### src/rtl/sbr_pkg.sv
package sbr_pkg;

    localparam int DIV_W  = 4;              // integer divisor field width
    localparam int FRAC_W = 4;              // video accumulator width
    localparam int SLOTS  = 1 << FRAC_W;    // video slots per period

    // fields that take effect on the cycle after a write
    typedef struct packed {
        logic [FRAC_W-1:0] vid_n;
        logic              vid_off;
        logic              ahb_off;
        logic              apb_off;
        logic              vid_decouple;
    } live_cfg_t;

    // fields that wait for a common terminal point
    typedef struct packed {
        logic [DIV_W-1:0] ahb_n;
        logic [DIV_W-1:0] apb_n;
    } div_cfg_t;

    // accumulator step: carry bit on top, new phase below
    function automatic logic [FRAC_W:0] frac_step(input logic [FRAC_W-1:0] acc,
                                                  input logic [FRAC_W-1:0] n);
        return {1'b0, acc} + {1'b0, n} + {{FRAC_W{1'b0}}, 1'b1};
    endfunction

endpackage

### src/rtl/sbr_rate_regs.sv
module sbr_rate_regs
    import sbr_pkg::*;
(
    input  logic      clk,
    input  logic      rst,
    input  logic      wr_en,
    input  live_cfg_t wr_live,
    input  div_cfg_t  wr_div,
    input  logic      boundary,
    output live_cfg_t live_q,
    output div_cfg_t  div_q,
    output div_cfg_t  div_next
);

    div_cfg_t pend_q;
    logic     pend_v;

    assign div_next = (boundary && pend_v) ? pend_q : div_q;

    always_ff @(posedge clk) begin
        if (rst) begin
            live_q <= '0;
            div_q  <= '0;
            pend_q <= '0;
            pend_v <= 1'b0;
        end else begin
            if (boundary && pend_v)
                div_q <= pend_q;
            if (wr_en) begin
                live_q <= wr_live;
                pend_q <= wr_div;
                pend_v <= 1'b1;
            end else if (boundary) begin
                pend_v <= 1'b0;
            end
        end
    end

endmodule

### src/rtl/sbr_int_chain.sv
module sbr_int_chain
    import sbr_pkg::*;
(
    input  logic     clk,
    input  logic     rst,
    input  logic     core_ce,
    input  div_cfg_t div_next,
    input  logic     ahb_off,
    input  logic     apb_off,
    output logic     ahb_ce,
    output logic     apb_ce,
    output logic     boundary
);

    logic [DIV_W-1:0] ahb_cnt;
    logic [DIV_W-1:0] apb_cnt;
    logic             ahb_tick;

    assign ahb_tick = core_ce && (ahb_cnt == '0);
    assign boundary = ahb_tick && (apb_cnt == '0);
    assign ahb_ce   = ahb_tick && !ahb_off;
    assign apb_ce   = boundary && !apb_off && !ahb_off;

    always_ff @(posedge clk) begin
        if (rst) begin
            ahb_cnt <= '0;
            apb_cnt <= '0;
        end else if (core_ce) begin
            if (ahb_tick) begin
                ahb_cnt <= div_next.ahb_n;
                apb_cnt <= boundary ? div_next.apb_n : apb_cnt - 1'b1;
            end else begin
                ahb_cnt <= ahb_cnt - 1'b1;
            end
        end
    end

endmodule

### src/rtl/sbr_frac_gen.sv
module sbr_frac_gen
    import sbr_pkg::*;
(
    input  logic              clk,
    input  logic              rst,
    input  logic              core_ce,
    input  logic [FRAC_W-1:0] num,
    input  logic              off,
    input  logic              decouple,
    output logic              vid_ce
);

    logic [FRAC_W-1:0] acc;
    logic [FRAC_W:0]   sum;

    assign sum    = frac_step(acc, num);
    assign vid_ce = core_ce && !decouple && !off && sum[FRAC_W];

    always_ff @(posedge clk) begin
        if (rst || decouple)
            acc <= '0;
        else if (core_ce)
            acc <= sum[FRAC_W-1:0];
    end

endmodule

### src/rtl/sys_bus_rate_gen.sv
module sys_bus_rate_gen
    import sbr_pkg::*;
(
    input  logic              clk,
    input  logic              rst,
    input  logic              core_ce,
    input  logic              cfg_wr,
    input  logic [FRAC_W-1:0] cfg_vid_n,
    input  logic [DIV_W-1:0]  cfg_ahb_n,
    input  logic [DIV_W-1:0]  cfg_apb_n,
    input  logic              cfg_vid_off,
    input  logic              cfg_ahb_off,
    input  logic              cfg_apb_off,
    input  logic              cfg_vid_decouple,
    output logic              vid_ce,
    output logic              ahb_ce,
    output logic              apb_ce,
    output logic [FRAC_W-1:0] eff_vid_n,
    output logic [DIV_W-1:0]  eff_ahb_n,
    output logic [DIV_W-1:0]  eff_apb_n
);

    live_cfg_t wr_live, live_q;
    div_cfg_t  wr_div, div_q, div_next;
    logic      boundary;

    assign wr_live = '{vid_n: cfg_vid_n, vid_off: cfg_vid_off, ahb_off: cfg_ahb_off,
                       apb_off: cfg_apb_off, vid_decouple: cfg_vid_decouple};
    assign wr_div  = '{ahb_n: cfg_ahb_n, apb_n: cfg_apb_n};

    sbr_rate_regs u_regs (
        .clk      (clk),
        .rst      (rst),
        .wr_en    (cfg_wr),
        .wr_live  (wr_live),
        .wr_div   (wr_div),
        .boundary (boundary),
        .live_q   (live_q),
        .div_q    (div_q),
        .div_next (div_next)
    );

    sbr_int_chain u_chain (
        .clk      (clk),
        .rst      (rst),
        .core_ce  (core_ce),
        .div_next (div_next),
        .ahb_off  (live_q.ahb_off),
        .apb_off  (live_q.apb_off),
        .ahb_ce   (ahb_ce),
        .apb_ce   (apb_ce),
        .boundary (boundary)
    );

    sbr_frac_gen u_frac (
        .clk      (clk),
        .rst      (rst),
        .core_ce  (core_ce),
        .num      (live_q.vid_n),
        .off      (live_q.vid_off),
        .decouple (live_q.vid_decouple),
        .vid_ce   (vid_ce)
    );

    assign eff_vid_n = live_q.vid_decouple ? '0 : live_q.vid_n;
    assign eff_ahb_n = div_q.ahb_n;
    assign eff_apb_n = div_q.apb_n;

endmodule

### config.mk
export PLATFORM = sky130hd
export DESIGN_NAME = sys_bus_rate_gen
export DESIGN_NICKNAME = d
export VERILOG_FILES = /design/src/rtl/sbr_pkg.sv /design/src/rtl/sbr_rate_regs.sv /design/src/rtl/sbr_int_chain.sv /design/src/rtl/sbr_frac_gen.sv /design/src/rtl/sys_bus_rate_gen.sv
export SDC_FILE = /design/constraint.sdc
export NUM_CORES = 1
export LEC_CHECK = 0
export BUFFER_PORTS_ARGS = -buffer_cell sky130_fd_sc_hd__buf_2
export CORE_MARGIN = 2
export CORE_UTILIZATION = 39
export CTS_CLUSTER_SIZE = 24
export DETAILED_ROUTE_END_ITERATION = 7
export GPL_TIMING_DRIVEN = 0
export PLACE_DENSITY_LB_ADDON = 0.3
export SLEW_MARGIN = 20
export SYNTH_ARGS = -nofsm -noshare
export SYNTH_HDL_FRONTEND = slang
export SYNTH_SLANG_ARGS = --single-unit
export TNS_END_PERCENT = 1
### constraint.sdc
create_clock -name clk -period 1.7 [get_ports clk]
set_clock_uncertainty 0.2 [all_clocks]
set_input_delay 0.34 -clock clk [delete_from_list [all_inputs] [get_ports clk]]
set_output_delay 0.34 -clock clk [all_outputs]
set_load 0.1 [all_outputs]
; ---- Word level (Yosys, flattened, before mapping)
; Index checks and enable logic that the tools add are counted.
[totals]
register_bits = 37
in_bits = 20
wordCells = 41
[op_classes]
n_addsub = 4
mux = 6
reduce_logical = 18
[op_table]
columns = operator, count
row1 = two-way mux 4 bit, 3
row2 = logical AND 1 bit, 9
row3 = zero test 4 bit, 2
row4 = two-way mux 8 bit, 1
row5 = "subtractor 4 x 1 -> 4 bit, second input constant", 2
row6 = adder 4 x 4 -> 5 bit, 1
row7 = "adder 5 x 1 -> 5 bit, second input constant", 1
row8 = zero test 1 bit, 4
row9 = two-way mux 1 bit, 2
row10 = AND reduction 2 bit, 1
row11 = nonzero test 2 bit, 1
row12 = logical OR 1 bit, 1

; ---- Depth between registers and ports, before layout
[logic_depth]
word_depth = 6
depth_mapped = 7
mapped_depth_nobuf = 7

; ---- Hierarchy
; Synthesis repeated with hierarchy kept, for this count alone.
[unflattened]
hier_cells = 201
hier_area_um2 = 1884.3
[by_module_without_submodules]
columns = mod, n_inst, cells_each, area_per_inst_um2
row1 = sbr_rate_regs, 1, 101, 1016.0
row2 = sbr_int_chain, 1, 61, 531.8
row3 = sbr_frac_gen, 1, 35, 311.5
row4 = sys_bus_rate_gen, 1, 4, 25.0

; ---- Worst setup path after synthesis
; OpenSTA, ideal clock, no wires.
[synth_timing]
path_type = register -> output
from = reg, netlist name u_regs.live_q[4]
to = out vid_ce
arrival_ns = 4.245
required_time_ns = 1.160
setup_slack_ns = -3.085
path_stages_with_launch = 8
path_buffers = 0
path_cell_list = dfxtp_1 inv_1 ha_1 fa_1 inv_1 a21o_1 a21oi_1 nor4b_1
[synth_between]
elab_chain_len = 3
[synth_rtl]
columns = item, line
row1 = adder 4 x 4 -> 5 bit, sbr_pkg.sv:25  ; return {1'b0, acc} + {1'b0, n} + {{FRAC_W{1'b0}}, 1'b1};
row2 = adder 5 x 1 -> 5 bit, sbr_pkg.sv:25
row3 = logical AND 1 bit, sbr_frac_gen.sv:17  ; assign vid_ce = core_ce && !decouple && !off && sum[FRAC_W];
row4 = "end, declared", sys_bus_rate_gen.sv:15  ; output logic vid_ce,
; Every way passes these cells.

; ---- Worst setup path in the final report
[layout_timing]
from = reg, netlist name u_regs.live_q[4]
to = out vid_ce
[layout_between]
elab_chain_len = 3
[layout_rtl]
columns = item, line
row1 = adder 4 x 4 -> 5 bit, sbr_pkg.sv:25
row2 = adder 5 x 1 -> 5 bit, sbr_pkg.sv:25
row3 = logical AND 1 bit, sbr_frac_gen.sv:17
; Every way passes these cells.

==> metrics <==
status=complete, but fails checks; failing checks=setup timing; Max Fanout on Critical Path=2; initial antenna violation count=0; GR Util All Layers=between 10% and 20%; post-layout minimum cycle time=around 2500 ps; final core utilization=54.3%; Placer Congestion=slightly above 0.8; pin count of the biggest net entering global routing=13; DRT Pass-1 Iters=4; library cells used by synthesis=between 40 and 50; Yosys reg bits=37; first-pass GRT wire length=6560 µm; Synth-to-Final Area Change=31.5%; Tcrit/Tclk final=145%; Seq/Total Area, Yosys=about 40%; max-cap violations=0; arrival time at the worst endpoint=around 1900 ps; worst-margin pin slew=around 530 ps; worst skew pair latency=around 290 ps; CP required=roughly 1200 ps; post-synth top area share=about two fifths; final wirelength=between 3000 and 4000 µm; final hold violation count=0; Leak Pwr=around 1.1 nW; Worst Setup End Kind=output pin; dpl hpwl=approximately 2800 µm; CTS tree=built; Post-Syn Nets=218; most common cell in the netlist=dfxtp_1; Slew HR=between 60 and 70%; Worst path slowest cell=fa_2; Peak VDD IR=between 0.6 and 0.7 mV; Worst R2R Setup Slack=-210 ps; share of cells above drive strength 1=between 30 and 40%; Fmax=roughly 410 MHz; CTS Buf Count=5; worst hold margin=around 80 ps; crit-path leading delay family=adder cells; nets=between 200 and 300; Via-to-Cell Ratio=~5; leading post-synthesis cells by cell area=dfxtp_1 (40%), mux2i_1 (19%), nor2_1 (7.0%); final setup margin=-758 ps; PwrDens=around 1100 nW/µm²; Setup-failing EPs final=14; FILL cells=approximately 380; Sink Count=37; H-tree depth=2; PortBufs=32; RSZ-0062 raised after global routing=yes; Ys Warns=0; Synth Instances=about 190; per-cell routed wire length=13.9 µm; I/O pins=35; starting density of the core=just over 40%; row count=24; # hold bufs at CTS=0; Post-synth EDFFs=0; Core Area=between 4000 and 5000 µm²; most frequent cells after synthesis=dfxtp_1 (37), mux2i_1 (34), nor2_1 (34); DRC Markers=0; Post-Syn Area=around 1800 µm²; Max Slew Vio Count=0; CP bufs+invs=3; DIE WIDTH=roughly 73 µm; Die Ht=72.6 µm; Clk pin slew, worst setup/hold paths=roughly 70 ps; CP most frequent cell=inv_2; HP Class=input pin to register; DRT iter0 DRCs=approximately 90; ys async rst share=0%; post-synth top area cell=dfxtp_1; slowest cell delay on critical path=between 300 and 400 ps; ys flop type=dfxtp_1; Startpoint Class=register; Setup CP Type=register to output pin; root cell of the clock tree=clkbuf_8; vias in the first global route=1,377; worst path cell trace=inv_2 > ha_4 > fa_2 > inv_2 > a21o_1 > a21oi_2 > nor4b_4 > buf_6; Antenna Nets Post-Route=0; gr ovfl total=0; CTS Buffer Depth=2; Antenna Cells=0; Syn Area/Cell=between 9 and 10 µm²; routed vias=~1,400; die area=5260 µm²
layer usage:
layer	share of wire [%]	track usage, %	vias up
li1	-	-	737
met1	50	23.4	658
met2	43	23.6	41
met3	4.7	4.03	6
met4	1.8	6.79	0
met5	0	0	-
placed cells by master (no fill, tap or decap), drive strengths merged, types with 3 or more instances in the layout:
cell type / instances
buf: 41
dfxtp: 37
nand2: 8
clkbuf: 8
ha: 8
nor2: 34
a2111oi: 3
o21ai: 4
nor2b: 4
a21oi: 9
mux2i: 34
inv: 9
worst register-to-register path, delay by kind of cell, from the launching register on:
kind	cells	cell delay, ps
compound gates	1	340
fa+ha+maj	1	170
buf+inv	2	260
flops	1	340
mux	1	140
simple gates	2	360
kinds of logic (layout without fill, tap and decap cells):
| family | after synthesis | in the layout | synth area share [%] |
|---|---|---|---|
| adder cells (fa/ha/maj) | 9 | 9 | 6.55 |
| flip-flops | 37 | 37 | 40.4 |
| buffers and inverters | 20 | 61 | 5.26 |
| AO/OA/AOI/OAI | 25 | 25 | 9.01 |
| XOR/XNOR | 1 | 1 | 0.478 |
| multiplexers | 36 | 36 | 19.8 |
| AND/OR/NAND/NOR | 61 | 61 | 18.5 |
power by group:
part	internal [mW]	switching [mW]
Clock	0.583	0.319
Sequential	0.926	0.0545
Combinational	0.299	0.388
Total	1.81	0.761
final cells by class:
cell class,count,area (µm²),share of cell area [%]
inverters,9,33.8,1.40
clock inverters,3,65.1,2.70
flip-flops and latches,37,746,30.9
clock buffers,5,68.8,2.85
multi-input cells,132,1120,46.3
well taps,52,65.1,2.70
repair buffers,33,250,10.4
plain buffers,11,66.3,2.75
final timing paths:
| path | start | end | depth (start not counted) |
|---|---|---|---|
| worst min register to register | u_chain.apb_cnt[0]$_SDFFE_PP0P_ | u_chain.apb_cnt[0]$_SDFFE_PP0P_ | 2 |
| worst max-delay path | u_regs.live_q[4]$_SDFFE_PP0P_ | vid_ce | 8 |
| worst min-delay path | cfg_vid_n[3] | u_regs.live_q[7]$_SDFFE_PP0P_ | 3 |
| worst max register to register | u_chain.apb_cnt[0]$_SDFFE_PP0P_ | u_chain.ahb_cnt[0]$_SDFFE_PP0P_ | 7 |
state kept, by name, indices dropped and copies added, names as in the netlist:
signal and cells:
u_regs.div_q 8, u_chain.apb_cnt 4, u_regs.pend_q 8, u_chain.ahb_cnt 4
u_frac.acc 4, u_regs.live_q 8, u_regs.pend_v 1
what timing repair did:
action                                  CTS  global route
gates cloned                              0             0
pin swaps                                 4             1
gates resized for setup                  25            21
endpoints found under the setup margin   23            25
setup buffers                             1             0
stage by stage:
stage	TNS (ps)	worst slack (ps)	total power, mW	instance area (µm²)	instances
2_1_floorplan	-5870	-1030	1.47	1880	189
3_3_place_gp	-4040	-696	1.57	2110	273
3_5_place_dp	-4780	-700	1.58	2110	273
4_1_cts	-2510	-771	2.53	2320	282
5_1_grt	-3830	-862	2.68	2410	282
6_report	-2400	-758	2.57	2410	282
No activity file was read; power rests on OpenSTA's default activity.
